--- src/rtl/alu8_pkg.sv ---
package alu8_pkg;

  typedef enum logic [3:0] {
    OP_ADD  = 4'd0,  OP_ADC  = 4'd1,  OP_SUB  = 4'd2,  OP_SBC  = 4'd3,
    OP_CP   = 4'd4,  OP_AND  = 4'd5,  OP_OR   = 4'd6,  OP_XOR  = 4'd7,
    OP_INC  = 4'd8,  OP_DEC  = 4'd9,  OP_NEG  = 4'd10, OP_CPL  = 4'd11,
    OP_SCF  = 4'd12, OP_CCF  = 4'd13, OP_ADDW = 4'd14, OP_NOP  = 4'd15
  } aluOp_e;

  typedef enum logic [1:0] {Y_B, Y_ONE, Y_A} ySel_e;
  typedef enum logic [1:0] {CI_ZERO, CI_ONE, CI_PORT, CI_PORTN} cinSel_e;
  typedef enum logic [2:0] {RES_SUM, RES_AND, RES_OR, RES_XOR, RES_NOT, RES_PASS} resSel_e;
  typedef enum logic [2:0] {C_KEEP, C_ARITH, C_ZERO, C_ONE, C_INV} cMode_e;
  typedef enum logic [1:0] {H_KEEP, H_ARITH, H_ZERO, H_ONE} hMode_e;
  typedef enum logic [1:0] {PV_KEEP, PV_OVF, PV_PAR} pvMode_e;
  typedef enum logic [1:0] {N_KEEP, N_ZERO, N_ONE} nMode_e;

  // Strobes from control to datapath
  typedef struct packed {
    logic    xZero;
    ySel_e   ySel;
    logic    invY;
    cinSel_e cinSel;
    resSel_e resSel;
    logic    writeEn;
    cMode_e  cMode;
    hMode_e  hMode;
    pvMode_e pvMode;
    logic    szUpd;
    nMode_e  nMode;
  } aluCtrl_t;

  localparam int FLG_S  = 7;
  localparam int FLG_Z  = 6;
  localparam int FLG_H  = 4;
  localparam int FLG_PV = 2;
  localparam int FLG_N  = 1;
  localparam int FLG_C  = 0;

endpackage

--- src/rtl/alu8_ctrl.sv ---
module alu8_ctrl
  import alu8_pkg::*;
(
  input  aluOp_e   op,
  output aluCtrl_t ctrl
);

  always_comb begin
    ctrl        = '0;
    ctrl.ySel   = Y_B;
    ctrl.cinSel = CI_ZERO;
    ctrl.resSel = RES_PASS;
    ctrl.cMode  = C_KEEP;
    ctrl.hMode  = H_KEEP;
    ctrl.pvMode = PV_KEEP;
    ctrl.nMode  = N_KEEP;
    unique case (op)
      OP_ADD, OP_ADC: begin
        ctrl.cinSel  = (op == OP_ADC) ? CI_PORT : CI_ZERO;
        ctrl.resSel  = RES_SUM;
        ctrl.writeEn = 1'b1;
        ctrl.cMode   = C_ARITH;
        ctrl.hMode   = H_ARITH;
        ctrl.pvMode  = PV_OVF;
        ctrl.szUpd   = 1'b1;
        ctrl.nMode   = N_ZERO;
      end
      OP_SUB, OP_SBC, OP_CP: begin
        ctrl.invY    = 1'b1;
        ctrl.cinSel  = (op == OP_SBC) ? CI_PORTN : CI_ONE;
        ctrl.resSel  = RES_SUM;
        ctrl.writeEn = (op != OP_CP);
        ctrl.cMode   = C_ARITH;
        ctrl.hMode   = H_ARITH;
        ctrl.pvMode  = PV_OVF;
        ctrl.szUpd   = 1'b1;
        ctrl.nMode   = N_ONE;
      end
      OP_AND, OP_OR, OP_XOR: begin
        ctrl.resSel  = (op == OP_AND) ? RES_AND : (op == OP_OR) ? RES_OR : RES_XOR;
        ctrl.writeEn = 1'b1;
        ctrl.cMode   = C_ZERO;
        ctrl.hMode   = (op == OP_AND) ? H_ONE : H_ZERO;
        ctrl.pvMode  = PV_PAR;
        ctrl.szUpd   = 1'b1;
        ctrl.nMode   = N_ZERO;
      end
      OP_INC, OP_DEC: begin
        ctrl.ySel    = Y_ONE;
        ctrl.invY    = (op == OP_DEC);
        ctrl.cinSel  = (op == OP_DEC) ? CI_ONE : CI_ZERO;
        ctrl.resSel  = RES_SUM;
        ctrl.writeEn = 1'b1;
        ctrl.hMode   = H_ARITH;
        ctrl.pvMode  = PV_OVF;
        ctrl.szUpd   = 1'b1;
        ctrl.nMode   = (op == OP_DEC) ? N_ONE : N_ZERO;
      end
      OP_NEG: begin
        ctrl.xZero   = 1'b1;
        ctrl.ySel    = Y_A;
        ctrl.invY    = 1'b1;
        ctrl.cinSel  = CI_ONE;
        ctrl.resSel  = RES_SUM;
        ctrl.writeEn = 1'b1;
        ctrl.cMode   = C_ARITH;
        ctrl.hMode   = H_ARITH;
        ctrl.pvMode  = PV_OVF;
        ctrl.szUpd   = 1'b1;
        ctrl.nMode   = N_ONE;
      end
      OP_CPL: begin
        ctrl.resSel  = RES_NOT;
        ctrl.writeEn = 1'b1;
        ctrl.hMode   = H_ONE;
        ctrl.nMode   = N_ONE;
      end
      OP_SCF: begin
        ctrl.cMode = C_ONE;
        ctrl.hMode = H_ZERO;
        ctrl.nMode = N_ZERO;
      end
      OP_CCF: begin
        ctrl.cMode = C_INV;
        ctrl.nMode = N_ZERO;
      end
      OP_ADDW: begin
        ctrl.cinSel  = CI_PORT;
        ctrl.resSel  = RES_SUM;
        ctrl.writeEn = 1'b1;
        ctrl.cMode   = C_ARITH;
        ctrl.hMode   = H_ARITH;
        ctrl.nMode   = N_ZERO;
      end
      default: ; // no operation: defaults keep everything
    endcase
  end

endmodule

--- src/rtl/alu8_dp.sv ---
module alu8_dp
  import alu8_pkg::*;
#(
  parameter int WIDTH = 8
) (
  input  logic [WIDTH-1:0] opA,
  input  logic [WIDTH-1:0] opB,
  input  logic             carryIn,
  input  logic [7:0]       flagsIn,
  input  aluCtrl_t         ctrl,
  output logic [WIDTH-1:0] result,
  output logic             resultWe,
  output logic [7:0]       flagsOut
);

  localparam int HALF = WIDTH / 2;

  logic [WIDTH-1:0] xOp, yRaw, yOp;
  logic             cinEff;
  logic [WIDTH:0]   sumFull;
  logic [HALF:0]    nibSum;
  logic             carryOut, halfOut, overflow, parityEven;

  always_comb begin
    xOp = ctrl.xZero ? '0 : opA;
    unique case (ctrl.ySel)
      Y_ONE:   yRaw = WIDTH'(1);
      Y_A:     yRaw = opA;
      default: yRaw = opB;
    endcase
    yOp = ctrl.invY ? ~yRaw : yRaw;
    unique case (ctrl.cinSel)
      CI_ONE:   cinEff = 1'b1;
      CI_PORT:  cinEff = carryIn;
      CI_PORTN: cinEff = ~carryIn;
      default:  cinEff = 1'b0;
    endcase
  end

  assign sumFull  = {1'b0, xOp} + {1'b0, yOp} + {{WIDTH{1'b0}}, cinEff};
  assign nibSum   = {1'b0, xOp[HALF-1:0]} + {1'b0, yOp[HALF-1:0]} + {{HALF{1'b0}}, cinEff};
  // subtraction reports borrow, i.e. the inverted carry
  assign carryOut = sumFull[WIDTH] ^ ctrl.invY;
  assign halfOut  = nibSum[HALF] ^ ctrl.invY;
  assign overflow = (xOp[WIDTH-1] == yOp[WIDTH-1]) && (sumFull[WIDTH-1] != xOp[WIDTH-1]);

  always_comb begin
    unique case (ctrl.resSel)
      RES_SUM: result = sumFull[WIDTH-1:0];
      RES_AND: result = opA & opB;
      RES_OR:  result = opA | opB;
      RES_XOR: result = opA ^ opB;
      RES_NOT: result = ~opA;
      default: result = opA;
    endcase
  end

  assign parityEven = ~^result;
  assign resultWe   = ctrl.writeEn;

  always_comb begin
    flagsOut = flagsIn & 8'b1101_0111;
    if (ctrl.szUpd) begin
      flagsOut[FLG_S] = result[WIDTH-1];
      flagsOut[FLG_Z] = (result == '0);
    end
    unique case (ctrl.cMode)
      C_ARITH: flagsOut[FLG_C] = carryOut;
      C_ZERO:  flagsOut[FLG_C] = 1'b0;
      C_ONE:   flagsOut[FLG_C] = 1'b1;
      C_INV:   flagsOut[FLG_C] = ~flagsIn[FLG_C];
      default: ;
    endcase
    unique case (ctrl.hMode)
      H_ARITH: flagsOut[FLG_H] = halfOut;
      H_ZERO:  flagsOut[FLG_H] = 1'b0;
      H_ONE:   flagsOut[FLG_H] = 1'b1;
      default: ;
    endcase
    unique case (ctrl.pvMode)
      PV_OVF:  flagsOut[FLG_PV] = overflow;
      PV_PAR:  flagsOut[FLG_PV] = parityEven;
      default: ;
    endcase
    unique case (ctrl.nMode)
      N_ZERO:  flagsOut[FLG_N] = 1'b0;
      N_ONE:   flagsOut[FLG_N] = 1'b1;
      default: ;
    endcase
  end

endmodule

--- src/rtl/alu8_status.sv ---
module alu8_status
  import alu8_pkg::*;
#(
  parameter int WIDTH = 8
) (
  input  logic [WIDTH-1:0] opA,
  input  logic [WIDTH-1:0] opB,
  input  logic             carryIn,
  input  logic [3:0]       opSel,
  input  logic [7:0]       flagsIn,
  output logic [WIDTH-1:0] result,
  output logic             resultWe,
  output logic [7:0]       flagsOut
);

  aluCtrl_t ctrl;

  alu8_ctrl u_ctrl (
    .op   (aluOp_e'(opSel)),
    .ctrl (ctrl)
  );

  alu8_dp #(.WIDTH(WIDTH)) u_dp (
    .opA      (opA),
    .opB      (opB),
    .carryIn  (carryIn),
    .flagsIn  (flagsIn),
    .ctrl     (ctrl),
    .result   (result),
    .resultWe (resultWe),
    .flagsOut (flagsOut)
  );

endmodule

--- config.mk ---
export PLATFORM = sky130hd
export DESIGN_NAME = alu8_status
export DESIGN_NICKNAME = d
export VERILOG_FILES = /design/src/rtl/alu8_pkg.sv /design/src/rtl/alu8_ctrl.sv /design/src/rtl/alu8_dp.sv /design/src/rtl/alu8_status.sv
export SDC_FILE = /design/constraint.sdc
export NUM_CORES = 1
export LEC_CHECK = 0
export BUFFER_PORTS_ARGS = -buffer_cell sky130_fd_sc_hd__buf_2
export CORE_MARGIN = 8
export CORE_UTILIZATION = 50
export DETAILED_ROUTE_END_ITERATION = 8
export PLACE_DENSITY_LB_ADDON = 0.08
export SYNTH_ARGS = -nofsm -noshare
export SYNTH_HDL_FRONTEND = slang
export SYNTH_HIERARCHICAL = 1
export SYNTH_SLANG_ARGS = --single-unit
--- constraint.sdc ---
create_clock -name vclk -period 13.85
set_input_delay 0.6925 -clock vclk [all_inputs]
set_output_delay 0.6925 -clock vclk [all_outputs]
set_load 0.01 [all_outputs]
==> results.yml, run 1 <==
worst_setup_path:
  required_ns: 13.16
  crit_family: "adder cells"
  slowest_delay_ns: 0.61
  start_kind: "primary input"
  worstSetupEndpointType: "primary output"
  critPathMaxFanout: 21
  crit_buf_inv: 2
  cp_cell_sequence: "buf_2, nand2b_1, nor2_1, ha_1, a211oi_1, a21oi_1, xnor2_1, fa_1, fa_1, nand2b_1, nand2_1, a211oi_1, o31a_1, a221o_1, ha_1, xor2_1, xnor2_1, a21o_1, nand2_1, o211ai_1, buf_2"
  critPathKind: "in2out"
  crit_path_top_delay_cell: "nor2_1"
  cp.arrival_ns: 5.88
clock_network:
  ctsResizeCount: 0
  cts_setup_buffers: 0
  hold_buffers: 0
logic_synthesis:
  syn_inst: 288
  synth-simple-area-share_pct: 24.2
  synth_compound_area_share_pct: 29.3
  ys_warn_count: 6
  synth-adder-area-share_pct: 21.7
  synthXorXnorAreaFrac_pct: 8.65
  yosys.area.top_type_share_pct: 19.8
  synth_top_family_by_area: "compound AO/OA/AOI/OAI gates"
  synth_commonest_cells: "32 x ha_1, 32 x inv_1, 23 x nor2_1, 19 x nand2_1, 16 x o21ai_0"
  muxShareOfSynthArea_pct: 5.19
  synthTopCellsByArea: "ha_1 20%, xnor2_1 6.1%, inv_1 5.9%"
  yosysTopAreaCell: "ha_1"
  ys_types: 54
  synth_seq_area_share_pct: 0
  syn_area_per_cell_sq_um: 7.03
  syn_area_sq_um: 2030
pwr:
  p_switching_mw: 0.0783
  p_sw_share_pct: 55.1
  cellPowerDensity_nw_per_um2: 64.2
  p_seq_share_pct: 0
  vdd_drop_max_mv: 0.0258
  p_int_mw: 0.0638
  p_leak_nw: 1.07
  power_frac_comb_pct: 100.0
  power_frac_clock_pct: 0
route:
  wl_um: 5350
  viasPerCell: 5.77
  vias: 2106
  ant_nets: 0
  drc: 0
  drtIter0Drc: 121
  wire_per_inst_um: 14.7
  firstDrtPassIters: 4
timing:
  setup_viol: 0
  grt_setup_unrepaired: "no"
  hold_violations: 0
  min_period_ns: 6.57
  relSlewSlack_pct: 47.6
  worst_pin_slew_ns: 0.783
  fin_crit_sh_pct: 47.4
  maxSlewViolCount: 0
  timing.final.ws_setup_ns: 7.28
  timing.setup.tns_ns: 0
  fmaxAchievable_ghz: 0.152
cells_and_area:
  num-nets-final: 380
  num_antenna_cells: 0
  drive_gt1_share_pct: 16.5
  nFlopsAndLatches: 0
  syn_to_final_growth_pct: 9.26
  clock_buffers: 0
  seqCellArea_sq_um: 0
  fin_util_pct: 56.1
global_route:
  grt_pass1_wl_um: 8910
  grt_max_degree: 22
  antenna_found_initial: 0
  grt_use_total_pct: 16.6
  grt_pass1_vias: 1920
  grt-ovfl-total: 0
floorplanning:
  chipHeight_um: 79.7
  die_area_sq_um: 6340
  dieWidth_um: 79.7
  boundaryPins: 46
  core-area_sq_um: 3940
  start_util_pct: 51.4
  rows: 23
place:
  post-place-ws_ns: 7.36
  dp_hpwl_um: 4180
  placement.io_buffers: 42
  place.gp.congestion: 0.885
worst_hold_path:
  hold_class: "in2out"
flow_run:
  maxCapViolCount: 0
status:
  outcome: "finished clean"
## worst min-delay path, cell delays in order
cell and delay [ns]:
buf_2 0.07, mux2_2 0.12, buf_2 0.12
## worst paths after layout
kind,startpoint,end,depth (start not counted)
worst min-delay path,flagsIn[1],flagsOut[1],3
worst max-delay path,opSel[3],flagsOut[2],21
## placed cells by master (no fill, tap or decap), drive strengths merged, types with 7 or more instances in the layout
cell type and count:
a21oi 12, ha 32, nand2b 13, a22oi 7, o21ai 16, xnor2 14, inv 32, nor2 24
buf 43, a211oi 7, nand2 19
## power by group through the flow
stage	combinational, mW	sequential [mW]	clock, mW
final	0.142	0	0
after global placement	0.141	0	0
after floorplan	0.106	0	0
after global routing	0.160	0	0
after detailed placement	0.142	0	0
after CTS	0.142	0	0
## cells by family (layout without fill, tap and decap cells)
family                     count (synthesis)  in the layout
and+or+nand+nor                           90             90
AOI/OAI and AO/OA                         85             85
buffers and inverters                     49             75
adders and majority gates                 34             34
xor gates and xnor gates                  20             20
muxes                                      9              9
other                                      1              2
## cell type report
cell class,count,area [sq um]
Inverter,32,120
Fill cell,414,1730
Timing Repair Buffer,43,218
Tap cell,50,62.6
Multi-Input combinational cell,240,1810
## through the flow
step	power, mW	cells	instance area (sq um)	hold WS, ns
2_1_floorplan	0.106	289	2030	1.51
3_3_place_gp	0.141	365	2210	1.70
3_5_place_dp	0.142	365	2210	1.70
4_1_cts	0.142	365	2210	1.70
5_1_grt	0.160	365	2210	1.73
6_report	0.142	365	2210	1.70
## layer usage
metal | GRT usage, % | share of wire (%)
met1 | 22.5 | 47
met2 | 29.1 | 47
met3 | 0.901 | 5.2
met4 | 0.926 | 0.54
met5 | 0 | 0
Note: power is estimated with default switching activity, not from simulation.
==> run 2, diff against run 1 <==
--- a/config.mk
+++ b/config.mk
@@ -5,6 +5,7 @@
 export SDC_FILE = /design/constraint.sdc
 export NUM_CORES = 1
 export LEC_CHECK = 0
+export ABC_AREA = 1
 export BUFFER_PORTS_ARGS = -buffer_cell sky130_fd_sc_hd__buf_2
 export CORE_MARGIN = 8
 export CORE_UTILIZATION = 50
==> constraint.sdc (replaced) <==
create_clock -name vclk -period 6.7
set_input_delay 0.335 -clock vclk [all_inputs]
set_output_delay 0.335 -clock vclk [all_outputs]
set_load 0.01 [all_outputs]
==> results.yml, run 2 <==
cells_and_area:
  final_common_cell: "inv_1"
  fin_area_sq_um: 2110
  fin_cells: 409
  fin_util_pct: 58.0
  syn_to_final_growth_pct: 12.6
  num_antenna_cells: 0
  final_cell_mix: "70 x inv_1, 57 x nand2_1, 42 x buf_2"
  seqCellArea_sq_um: 0
  clock_buffers: 0
  nFlopsAndLatches: 0
  drive_gt1_share_pct: 22.2
  num-nets-final: 426
clock_network:
  cts_setup_buffers: 0
  hold_buffers: 0
  ctsResizeCount: 0
worst_setup_path:
  crit_top_cell: "inv_1"
  crit_path_top_delay_cell: "fa_1"
  start_kind: "primary input"
  cp.arrival_ns: 4.46
  slowest_delay_ns: 0.46
  critPathKind: "in2out"
  critPathMaxFanout: 10
  worstSetupEndpointType: "primary output"
  required_ns: 6.36
place:
  post-place-ws_ns: 1.93
  place_area_sq_um: 2110
  placement.io_buffers: 42
  dp_cells: 409
  dp_hpwl_um: 4170
  place.gp.congestion: 0.850
route:
  wl_um: 4700
  drtIter0Drc: 113
  drc: 0
  ant_nets: 0
  firstDrtPassIters: 4
  wire_per_inst_um: 11.5
  viasPerCell: 5.03
  vias: 2057
timing:
  timing.final.ws_setup_ns: 1.91
  maxSlewViolCount: 0
  relSlewSlack_pct: 51.0
  worst_pin_slew_ns: 0.730
  timing.setup.tns_ns: 0
  fmaxAchievable_ghz: 0.209
  fin_crit_sh_pct: 71.5
  setup_viol: 0
  whs_ns: 0.952
  min_period_ns: 4.79
  hold_violations: 0
  grt_setup_unrepaired: "no"
pwr:
  p_switching_mw: 0.165
  cellPowerDensity_nw_per_um2: 132
  p_sw_share_pct: 59.2
  power_frac_comb_pct: 100.0
  p_int_mw: 0.113
  p_leak_nw: 1.28
  vdd_drop_max_mv: 0.0480
  power.total_mw: 0.278
  power_frac_clock_pct: 0
  p_seq_share_pct: 0
logic_synthesis:
  synth_seq_area_share_pct: 0
  syn_area_sq_um: 1870
  synth_commonest_cells: "70 x inv_1, 57 x nand2_1, 35 x nor2_1, 32 x ha_1, 21 x o22ai_1"
  synthTopCellsByArea: "ha_1 21%, inv_1 14%, nand2_1 11%"
  ys_types: 37
  syn_inst: 324
  yosysTopAreaCell: "ha_1"
  yosys.area.top_type_share_pct: 21.4
  ys_warn_count: 6
  syn_area_per_cell_sq_um: 5.78
  yosysMostFrequentCell: "inv_1"
floorplanning:
  boundaryPins: 46
  chipHeight_um: 77.2
  dieWidth_um: 77.2
  rows: 22
  start_util_pct: 51.5
  die_area_sq_um: 5960
  core-area_sq_um: 3630
global_route:
  antenna_found_initial: 0
  grt_max_degree: 11
  grt_pass1_wl_um: 8030
  grt-ovfl-total: 0
  grt_use_total_pct: 15.0
  grt_pass1_vias: 1879
worst_hold_path:
  hold_class: "in2out"
flow_run:
  maxCapViolCount: 0
status:
  outcome: "finished clean"
-- run 2: cell count changes in the layout (fill, tap and decap cells not counted), moves of 7 or more --
cell      change
o22ai_1      +20
nand2_1      +38
inv_2        +13
a21oi_1       -7
o21ai_0      -11
xnor2_1      -10
a22oi_1       -7
nor2_1       +12
nand2b_1     -13
nand3_1      +11
inv_1        +38
-- run 2: layout make-up --
cell class	count	area, sq um
fill	409	1530
inverter	83	312
multi-input combinational	236	1530
tap	48	60.1
timing repair buffer	42	210
-- run 2: critical path: cells and delay by family --
family / cells / cell delay (ns)
XOR/XNOR: 3 / 0.48
buffers and inverters: 8 / 0.85
AND/OR/NAND/NOR: 10 / 0.96
AO/OA/AOI/OAI: 4 / 0.50
adder cells (fa/ha/maj): 4 / 1.34
-- run 2: cell families (layout without fill, tap and decap cells) --
| group | after synthesis | after routing | synth area share, % |
|---|---|---|---|
| adders and majority gates | 34 | 34 | 23.5 |
| other | 1 | 2 | 0.200 |
| and+or+nand+nor | 141 | 141 | 34.7 |
| AOI/OAI and AO/OA | 46 | 46 | 16.6 |
| muxes | 1 | 1 | 0.602 |
| buffers and inverters | 89 | 125 | 18.7 |
| xor gates and xnor gates | 12 | 12 | 5.61 |
-- run 2: worst paths after layout --
kind	start	end	slack [ns]	depth (start not counted)
min	flagsIn[7]	flagsOut[7]	0.95	4
max	opSel[1]	flagsOut[2]	1.91	29
-- run 2: per-layer routing --
layer	vias up	track usage (%)	part of all wire [%]
met1	917	18.9	45
li1	1097	-	-
met2	39	27.5	50
met3	4	0.932	3.6
met5	-	0	0
met4	0	1.89	1.2
-- run 2: power by group through the flow --
stage | Clock, mW | Sequential, mW | Combinational (mW)
after global placement | 0 | 0 | 0.273
final | 0 | 0 | 0.278
after global routing | 0 | 0 | 0.315
after CTS | 0 | 0 | 0.279
after floorplan | 0 | 0 | 0.204
after detailed placement | 0 | 0 | 0.278
==> run 3, diff against run 2 <==
==> constraint.sdc (replaced) <==
create_clock -name vclk -period 3.9
set_input_delay 0.195 -clock vclk [all_inputs]
set_output_delay 0.195 -clock vclk [all_outputs]
set_load 0.01 [all_outputs]
==> results.yml, run 3 (same netlist as run 2, synthesis figures left out) <==
timing:
  min_period_ns: 3.93
  hold_violations: 0
  setup_viol: 1
  timing.setup.tns_ns: -0.0340
  timing.final.ws_setup_ns: -0.0340
  fin_crit_sh_pct: 101
  grt_setup_unrepaired: "yes"
  fmaxAchievable_ghz: 0.254
  whs_ns: 0.675
  maxSlewViolCount: 0
route:
  vias: 2308
  firstDrtPassIters: 4
  drtIter0Drc: 116
  ant_nets: 0
  drc: 0
  wire_per_inst_um: 12.2
  wl_um: 5670
  viasPerCell: 4.97
floorplanning:
  dieWidth_um: 77.2
  core-area_sq_um: 3630
  boundaryPins: 46
  rows: 22
  start_util_pct: 51.5
  die_area_sq_um: 5960
  chipHeight_um: 77.2
worst_setup_path:
  crit_top_cell: "inv_2"
  worstSetupEndpointType: "primary output"
  crit_path_top_delay_cell: "fa_2"
  cp.arrival_ns: 3.74
  start_kind: "primary input"
  crit_family: "adder cells"
  critPathKind: "in2out"
  slowest_delay_ns: 0.43
  critPathMaxFanout: 4
  crit_buf_inv: 8
  required_ns: 3.70
global_route:
  grtUsageMet1_pct: 20.2
  grtUsageMet3_pct: 1.52
  grt_max_degree: 9
  grtUsageMet2_pct: 33.7
  grt_use_total_pct: 17.4
  grt_pass1_wl_um: 9250
  grt-ovfl-total: 0
  antenna_found_initial: 0
  top_usage_layer: "met2"
  grt_pass1_vias: 2207
place:
  placement.io_buffers: 42
  place.gp.congestion: 0.854
  dp_hpwl_um: 4410
  post-place-ws_ns: -0.225
  dp_cells: 445
  place_area_sq_um: 2380
cells_and_area:
  final_common_cell: "inv_1"
  nFlopsAndLatches: 0
  final_cell_mix: "65 x inv_1, 56 x nand2_1, 54 x buf_4"
  fillCellCount: 320
  fin_util_pct: 74.9
  seqCellArea_sq_um: 0
  fin_cells: 464
  num-nets-final: 481
  num_antenna_cells: 0
  fin_area_sq_um: 2720
  clock_buffers: 0
  syn_to_final_growth_pct: 45.3
  drive_gt1_share_pct: 38.9
status:
  outcome: "complete, but fails checks"
  violations: "negative setup slack"
clock_network:
  hold_buffers: 0
pwr:
  vdd_drop_max_mv: 0.171
  p_leak_nw: 1.59
  power.total_mw: 0.706
  cellPowerDensity_nw_per_um2: 260
flow_run:
  maxCapViolCount: 0
worst_hold_path:
  hold_class: "in2out"
==> run 3: cell types whose count changed in the layout (fill, tap and decap cells not counted), moves of 3 or more <==
cell     delta
inv_2       +3
ha_1        -4
inv_1       -5
xnor2_1     -3
nor2_1      -4
o22ai_2     +3
o22ai_1     -3
nor2_4      +3
buf_4      +54
ha_4        +4
==> run 3: what timing repair did <==
item,CTS,global route
setup buffers,12,7
pin swaps,9,21
resized for setup,17,28
endpoints found under the setup margin,1,1
==> run 3: final timing paths <==
path,from,to,depth (start not counted)
setup / recovery,opSel[1],flagsOut[2],28
hold / removal,flagsIn[7],flagsOut[7],4
==> run 3: worst min-delay path, cell delays in order <==
cell and delay, ns:
buf_2 0.07, nand2_1 0.04, nand2_1 0.05, buf_2 0.12
==> run 3: area by class of cell <==
type / count / area [sq um] / area share [%]
inverters: 83 / 322 / 11.8
repair buffers: 97 / 647 / 23.8
multi-input cells: 236 / 1690 / 62.2
well taps: 48 / 60.1 / 2.21
==> run 3: layer usage <==
| metal | wire length (um) | part of all wire, % |
|---|---|---|
| met1 | 2410 | 43 |
| met2 | 2990 | 53 |
| met3 | 188 | 3.3 |
| met4 | 81 | 1.4 |
| met5 | 0 | 0 |
==> run 3: power breakdown <==
part	internal, mW	switching, mW	total, mW
Combinational	0.353	0.353	0.706
Clock	0	0	0
Sequential	0	0	0
